**config.mk**
```make
export PLATFORM = sky130hd
export DESIGN_NAME = rgu_top
export DESIGN_NICKNAME = d
export VERILOG_FILES = /design/src/rtl/rgu_pkg.sv /design/src/rtl/rgu_line.sv /design/src/rtl/rgu_wdecode.sv /design/src/rtl/rgu_readmux.sv /design/src/rtl/rgu_top.sv
export SDC_FILE = /design/constraint.sdc
export NUM_CORES = 1
export LEC_CHECK = 0
export BUFFER_PORTS_ARGS = -buffer_cell sky130_fd_sc_hd__buf_2
export CORE_ASPECT_RATIO = 0.5
export CORE_MARGIN = 1.5
export CORE_UTILIZATION = 40
export DETAILED_ROUTE_END_ITERATION = 16
export GPL_ROUTABILITY_DRIVEN = 0
export SLEW_MARGIN = 40
export SYNTH_ARGS = -nofsm -noshare
export SYNTH_HDL_FRONTEND = slang
export SYNTH_SLANG_ARGS = --single-unit
```
**constraint.sdc**
```tcl
create_clock -name clk -period 2.89 [get_ports clk]
set_input_delay 0.578 -clock clk [delete_from_list [all_inputs] [get_ports clk]]
set_output_delay 0.578 -clock clk [all_outputs]
set_load 0.05 [all_outputs]
```
**src/rtl/rgu_pkg.sv**
```systemverilog
package rgu_pkg;
    typedef enum logic [1:0] {
        LN_IDLE  = 2'd0,
        LN_COUNT = 2'd1,
        LN_HOLD  = 2'd2
    } line_state_e;
endpackage

```
**src/rtl/rgu_line.sv**
```systemverilog
module rgu_line
    import rgu_pkg::*;
#(
    parameter int DELAY_TICKS = 4,
    parameter bit IS_LATCHED  = 1'b0
) (
    input  logic clk,
    input  logic rst_n,
    input  logic tick_i,
    input  logic wr_i,
    input  logic wbit_i,
    input  logic force_hold_i,
    output logic act_o
);
    localparam int CW = $clog2(DELAY_TICKS + 1);

    line_state_e state_q, state_n;
    logic [CW-1:0] cnt_q, cnt_n;

    // next-state and count logic
    always_comb begin
        state_n = state_q;
        cnt_n   = cnt_q;
        unique case (state_q)
            LN_IDLE: begin
                if (IS_LATCHED) begin
                    if (force_hold_i || (wr_i && wbit_i)) state_n = LN_HOLD;
                end else if (wr_i && wbit_i) begin
                    state_n = LN_COUNT;
                    cnt_n   = CW'(DELAY_TICKS);
                end
            end
            LN_COUNT: begin
                if (wr_i && wbit_i) begin
                    cnt_n = CW'(DELAY_TICKS);
                end else if (tick_i) begin
                    if (cnt_q <= CW'(1)) begin
                        state_n = LN_IDLE;
                        cnt_n   = '0;
                    end else begin
                        cnt_n = cnt_q - CW'(1);
                    end
                end
            end
            LN_HOLD: begin
                if (!force_hold_i && wr_i && !wbit_i) state_n = LN_IDLE;
            end
            default: begin
                state_n = LN_IDLE;
                cnt_n   = '0;
            end
        endcase
    end

    // state register
    always_ff @(posedge clk or negedge rst_n) begin
        if (!rst_n) begin
            state_q <= LN_IDLE;
            cnt_q   <= '0;
        end else begin
            state_q <= state_n;
            cnt_q   <= cnt_n;
        end
    end

    // outputs
    always_comb begin
        act_o = (state_q != LN_IDLE);
    end

    assert_set_asserts_R2: assert property (@(posedge clk) disable iff (!rst_n)
        (wr_i && wbit_i) |=> act_o)
        else $error("line not asserted after write of 1");

    generate
        if (IS_LATCHED) begin : g_latch_chk
            assert_latch_holds_R5: assert property (@(posedge clk) disable iff (!rst_n)
                (act_o && !(wr_i && !wbit_i)) |=> act_o)
                else $error("latched line dropped without a clearing write");
        end else begin : g_timed_chk
            assert_release_on_tick_R3: assert property (@(posedge clk) disable iff (!rst_n)
                $fell(act_o) |-> $past(tick_i))
                else $error("self-releasing line fell without a tick");
        end
    endgenerate
endmodule

```
**src/rtl/rgu_wdecode.sv**
```systemverilog
module rgu_wdecode #(
    parameter int                ADDR_W    = 12,
    parameter int                NUM_WORDS = 2,
    parameter logic [ADDR_W-1:0] CTRL_BASE = 12'h100
) (
    input  logic              bus_wr,
    input  logic [ADDR_W-1:0] bus_addr,
    output logic [NUM_WORDS-1:0] wr_word
);
    generate
        for (genvar w = 0; w < NUM_WORDS; w++) begin : g_word
            localparam logic [ADDR_W-1:0] WADDR = CTRL_BASE + ADDR_W'(4 * w);
            assign wr_word[w] = bus_wr && (bus_addr == WADDR);
        end
    endgenerate
endmodule

```
**src/rtl/rgu_readmux.sv**
```systemverilog
module rgu_readmux #(
    parameter int                ADDR_W    = 12,
    parameter int                WORD_W    = 32,
    parameter int                NUM_WORDS = 2,
    parameter logic [ADDR_W-1:0] STAT_BASE = 12'h150
) (
    input  logic                        bus_rd,
    input  logic [ADDR_W-1:0]           bus_addr,
    input  logic [NUM_WORDS*WORD_W-1:0] line_vec,
    output logic [WORD_W-1:0]           rdata
);
    always_comb begin
        rdata = '0;
        if (bus_rd) begin
            for (int w = 0; w < NUM_WORDS; w++) begin
                if (bus_addr == STAT_BASE + ADDR_W'(4 * w))
                    rdata = ~line_vec[w*WORD_W +: WORD_W];
            end
        end
    end
endmodule

```
**src/rtl/rgu_top.sv**
```systemverilog
module rgu_top #(
    parameter int                 NUM_LINES   = 64,
    parameter int                 WORD_W      = 32,
    parameter int                 ADDR_W      = 12,
    parameter logic [11:0]        CTRL_BASE   = 12'h100,
    parameter logic [11:0]        STAT_BASE   = 12'h150,
    parameter int                 DELAY_TICKS = 4,
    parameter logic [NUM_LINES-1:0] LATCH_MASK = 64'h0100_0000_0000_1000
) (
    input  logic                 clk,
    input  logic                 rst_n,
    input  logic                 ref_tick,
    input  logic                 bus_wr,
    input  logic                 bus_rd,
    input  logic [ADDR_W-1:0]    bus_addr,
    input  logic [WORD_W-1:0]    bus_wdata,
    output logic [WORD_W-1:0]    bus_rdata,
    output logic [NUM_LINES-1:0] rst_out
);
    localparam int NUM_WORDS = NUM_LINES / WORD_W;
    localparam logic [ADDR_W-1:0] CTRL_LAST = ADDR_W'(CTRL_BASE) + ADDR_W'(4 * (NUM_WORDS - 1));

    logic [NUM_WORDS-1:0] wr_word;
    logic [NUM_LINES-1:0] line_act;
    logic                 core_wr;
    logic                 force_hold;

    rgu_wdecode #(
        .ADDR_W(ADDR_W), .NUM_WORDS(NUM_WORDS), .CTRL_BASE(ADDR_W'(CTRL_BASE))
    ) u_wdec (
        .bus_wr(bus_wr), .bus_addr(bus_addr), .wr_word(wr_word)
    );

    assign core_wr    = wr_word[0] && bus_wdata[0];
    assign force_hold = line_act[0] || core_wr;

    generate
        for (genvar i = 0; i < NUM_LINES; i++) begin : g_line
            rgu_line #(
                .DELAY_TICKS(DELAY_TICKS), .IS_LATCHED(LATCH_MASK[i])
            ) u_line (
                .clk(clk), .rst_n(rst_n), .tick_i(ref_tick),
                .wr_i(wr_word[i / WORD_W]), .wbit_i(bus_wdata[i % WORD_W]),
                .force_hold_i(force_hold), .act_o(line_act[i])
            );
        end
    endgenerate

    assign rst_out = line_act | {NUM_LINES{line_act[0]}};

    rgu_readmux #(
        .ADDR_W(ADDR_W), .WORD_W(WORD_W), .NUM_WORDS(NUM_WORDS),
        .STAT_BASE(ADDR_W'(STAT_BASE))
    ) u_rmux (
        .bus_rd(bus_rd), .bus_addr(bus_addr), .line_vec(rst_out), .rdata(bus_rdata)
    );

    assert_core_forces_all_R7: assert property (@(posedge clk) disable iff (!rst_n)
        line_act[0] |-> (&rst_out))
        else $error("core reset active but some line released");

    assert_ctrl_read_zero_R8: assert property (@(posedge clk) disable iff (!rst_n)
        (bus_rd && bus_addr >= ADDR_W'(CTRL_BASE) && bus_addr <= CTRL_LAST)
            |-> (bus_rdata == '0))
        else $error("control offset read returned nonzero");
endmodule

```
==> flow_summary_export.csv <==
group,metric,value,unit
outcome,outcome,"complete, but fails checks",
outcome,violations,"negative hold slack, negative setup slack",
clocking,clock_latency,530,ps
timing,fin_crit_sh,102,%
detailed_routing,drc_errors,0,
worst_setup_path,path_max_fanout,21,
yosys,synth_seq_cells,250,
yosys,synthArstFlopShare,100,%
layout,fill_cells,3415,
detailed_routing,dr.pass1.iters,5,
layout,seqCellArea,0.00626,mm2
global_routing,track_usage,17.9,%
global_routing,first_global_vias,11600,
timing,finalMaxSlewViolations,0,
detailed_routing,drt_wl_total,33.6,mm
layout,area_growth_syn_to_layout,18.3,%
timing,worstMarginPinSlew,720,ps
worst_setup_path,slowest_stage,"or4b_4",
timing,whs,-0.758,ps
power,peakVddDrop,0.373,mV
worst_setup_path,cp.arrival,2370,ps
floorplan,dieArea,0.0380,mm2
floorplan,io_pins,145,
timing,max_freq,0.339,GHz
worst_setup_path,critical_path_class,"in -> out",
timing,grt_setup_unrepaired,"yes",
global_routing,grt_pass1_wl,56.8,mm
worst_setup_path,cp-end-kind,"output port",
clocking,numCtsBuffers,25,
yosys,syn_avg_cell_area,8.52,um2
worst_setup_path,path_cells,"buf_6, or4b_4, or4_4, buf_12, a211oi_4, buf_6",
detailed_routing,vias,12100,
worst_hold_path,min_path_type,"in -> async",
floorplan,coreArea,0.0360,mm2
yosys,ys_warn_count,0,
yosys,synthesis.nets,1891,
yosys,post_synth_num_cell_types,38,
clocking,cts.sinks,250,
job,cap_viol_max_count,0,
worst_setup_path,cp.required,2310,ps
clocking,cts_root_buf,"clkbuf_16",
global_routing,use_met2,31.1,%
worst_setup_path,critPathMaxStageDelay,530,ps
timing,hold_viol_final,1,
layout,layout.nets,2026,
timing,period_needed,2950,ps
place,hpwlAfterDp,22.9,mm
detailed_routing,drt_iter0_drc,771,
detailed_routing,wl_per_cell,14.2,um
global_routing,grt_use_met1,23.9,%
yosys,yosys_most_used_dff,"dfrtp_1",
detailed_routing,ant_nets,0,
global_routing,antenna_found_initial,1,
timing,setup_slack,-57.4,ps
timing,slew_headroom,52.0,%
floorplan,start_util,40.8,%
timing,setup-tns-final,-786,ps
worst_setup_path,cp_common_cell,"buf_6",
place,io_buffers,144,
power,leakagePower,8.57,nW
floorplan,rows,49,
layout,multi_input_area,0.00799,mm2
layout,design_area,0.0174,mm2
global_routing,grt_max_degree,80,
worst_setup_path,reg2reg_slack,1320,ps
place,placed_area,0.0164,mm2
clocking,clock_path_buffers,3,
timing,skew,9.36,ps
detailed_routing,viasPerCell,5.10,
clocking,tritoncts,"built",
global_routing,overflow,0,
clocking,path_clk_slew,60,ps
clocking,cts_htree_levels,1,
yosys,synth_edf_count,0,
yosys,synth_cells,1727,
timing,finalSetupViolCount,22,
yosys,seq_area_frac_synth,42.5,%
floorplan,die_h,139,um
floorplan,die-width,274,um
power,power.density,408,mW/mm2
worst_setup_path,crit_path_start_kind,"input port",
clocking,cts_hold_buf,0,
layout,drive_gt1_share,16.6,%
global_routing,gr-usage-met3,2.65,%
yosys,synth_area,0.0147,mm2
global_routing,top_usage_layer,"met2",
-- cells by family (layout without fill, tap and decap cells) --
kind of cell | count (synthesis) | in the layout | share of synthesized area, %
multiplexers | 1 | 1 | 0.0680
flip-flops | 250 | 250 | 42.5
buffers and inverters | 185 | 338 | 5.03
AO/OA/AOI/OAI | 440 | 440 | 19.5
other | 0 | 1 | 0
AND/OR/NAND/NOR | 736 | 736 | 23.1
adder cells (fa/ha/maj) | 115 | 115 | 9.78
-- area by class of cell --
cell class / instances / share of cell area, %
sequential: 250 / 36.0
multi-input combinational: 1292 / 45.9
timing repair buffer: 168 / 7.19
inverter: 125 / 2.70
antenna: 1 / 0.0144
clock buffer: 36 / 4.23
clock inverter: 9 / 0.546
tap: 484 / 3.48
-- layout by cell type (no fill, tap or decap), types with 15 or more instances in the layout --
cell type | netlist | final
nand2_1 | 319 | 319
dfrtp_1 | 250 | 249
a21oi_1 | 169 | 168
inv_1 | 125 | 124
ha_1 | 115 | 115
nor2_1 | 114 | 114
buf_2 | 16 | 108
or2_2 | 64 | 64
nand3_1 | 62 | 62
nor3_1 | 55 | 55
o21bai_1 | 54 | 54
nand2b_1 | 54 | 54
a22oi_1 | 53 | 53
o21ai_0 | 53 | 53
a21boi_0 | 52 | 52
buf_6 | 3 | 34
nor2b_1 | 31 | 31
a211oi_4 | 0 | 30
clkbuf_16 | 0 | 25
a31oi_1 | 18 | 18
buf_4 | 1 | 15
-- layer usage --
layer / part of all wire, % / routed length (um)
met5: 0 / 0
met4: 1.5 / 495
met3: 2.8 / 940
met2: 48 / 16300
met1: 47 / 15900
-- registers in the layout, indices dropped and copies added, names as in the netlist --
register and count:
g_line.u_line.cnt_q 186, g_line.u_line.state_q 64
-- through the flow --
stage | cells | total power, mW | hold WS, ps | setup WS, ps | utilization, %
5_1_grt | 2365 | 7.39 | 44.4 | -87.7 | 48.3
2_1_floorplan | 1727 | 3.66 | 282 | -152 | -
6_report | 2365 | 7.11 | -0.758 | -57.4 | 48.3
3_5_place_dp | 2319 | 3.85 | 488 | -147 | 45.4
3_3_place_gp | 2319 | 3.85 | 482 | -128 | 45.4
4_1_cts | 2364 | 7.23 | 19.0 | -57.4 | 48.2
-- Yosys cell counts (2+ instances only) --
cell	instances	area share [%]
ha_1	115	9.8
nand4_1	10	0.43
buf_2	16	0.54
nand3_1	62	2.1
or2_2	64	2.7
buf_1	4	0.10
buf_6	3	0.23
o21bai_1	54	2.8
nor2_1	114	2.9
nand2b_1	54	2.3
inv_1	125	3.2
a22oi_1	53	2.7
dfrtp_1	250	43
and2_1	9	0.38
o211ai_1	9	0.46
a31oi_1	18	0.77
a211oi_2	29	2.5
nand2_1	319	8.1
nor3_1	55	1.9
clkbuf_1	36	0.92
nor2b_1	31	1.3
o21ai_0	53	1.8
a21oi_1	169	5.7
nor4_1	8	0.34
a211oi_1	2	0.10
or4_1	2	0.10
a21boi_0	52	2.7
-- path summary, 6_finish.rpt --
| path | from | endpoint | cells past startpoint |
|---|---|---|---|
| setup / recovery | bus_addr[5] | bus_rdata[17] | 6 |
| hold / removal | rst_n | g_line[57].u_line.cnt_q[1] | 1 |
| setup reg to reg | g_line[0].u_line.state_q[0] | g_line[0].u_line.cnt_q[1] | 5 |
| hold reg to reg | g_line[46].u_line.cnt_q[2] | g_line[46].u_line.cnt_q[2] | 2 |
| max in group asynchronous | rst_n | g_line[20].u_line.cnt_q[0] | 2 |
| min in group clk | bus_wdata[6] | g_line[6].u_line.cnt_q[1] | 2 |
-- repair_timing --
action | 4_1_cts | 5_1_grt
gates resized for setup | 61 | 5
setup buffers | 0 | 0
endpoints found under the setup margin | 32 | 29
-- power breakdown --
group / switching [mW] / total (mW) / internal (mW)
clock network: 1.39 / 3.33 / 1.94
registers: 0.00373 / 3.51 / 3.50
logic: 0.209 / 0.273 / 0.0636
total: 1.60 / 7.11 / 5.51
-- critical path, delay by kind of cell --
kind            cells  cell delay [ps]
compound gates      1              200
buf+inv             3              500
simple gates        2             1060
Note: power is estimated with default switching activity, not from simulation.
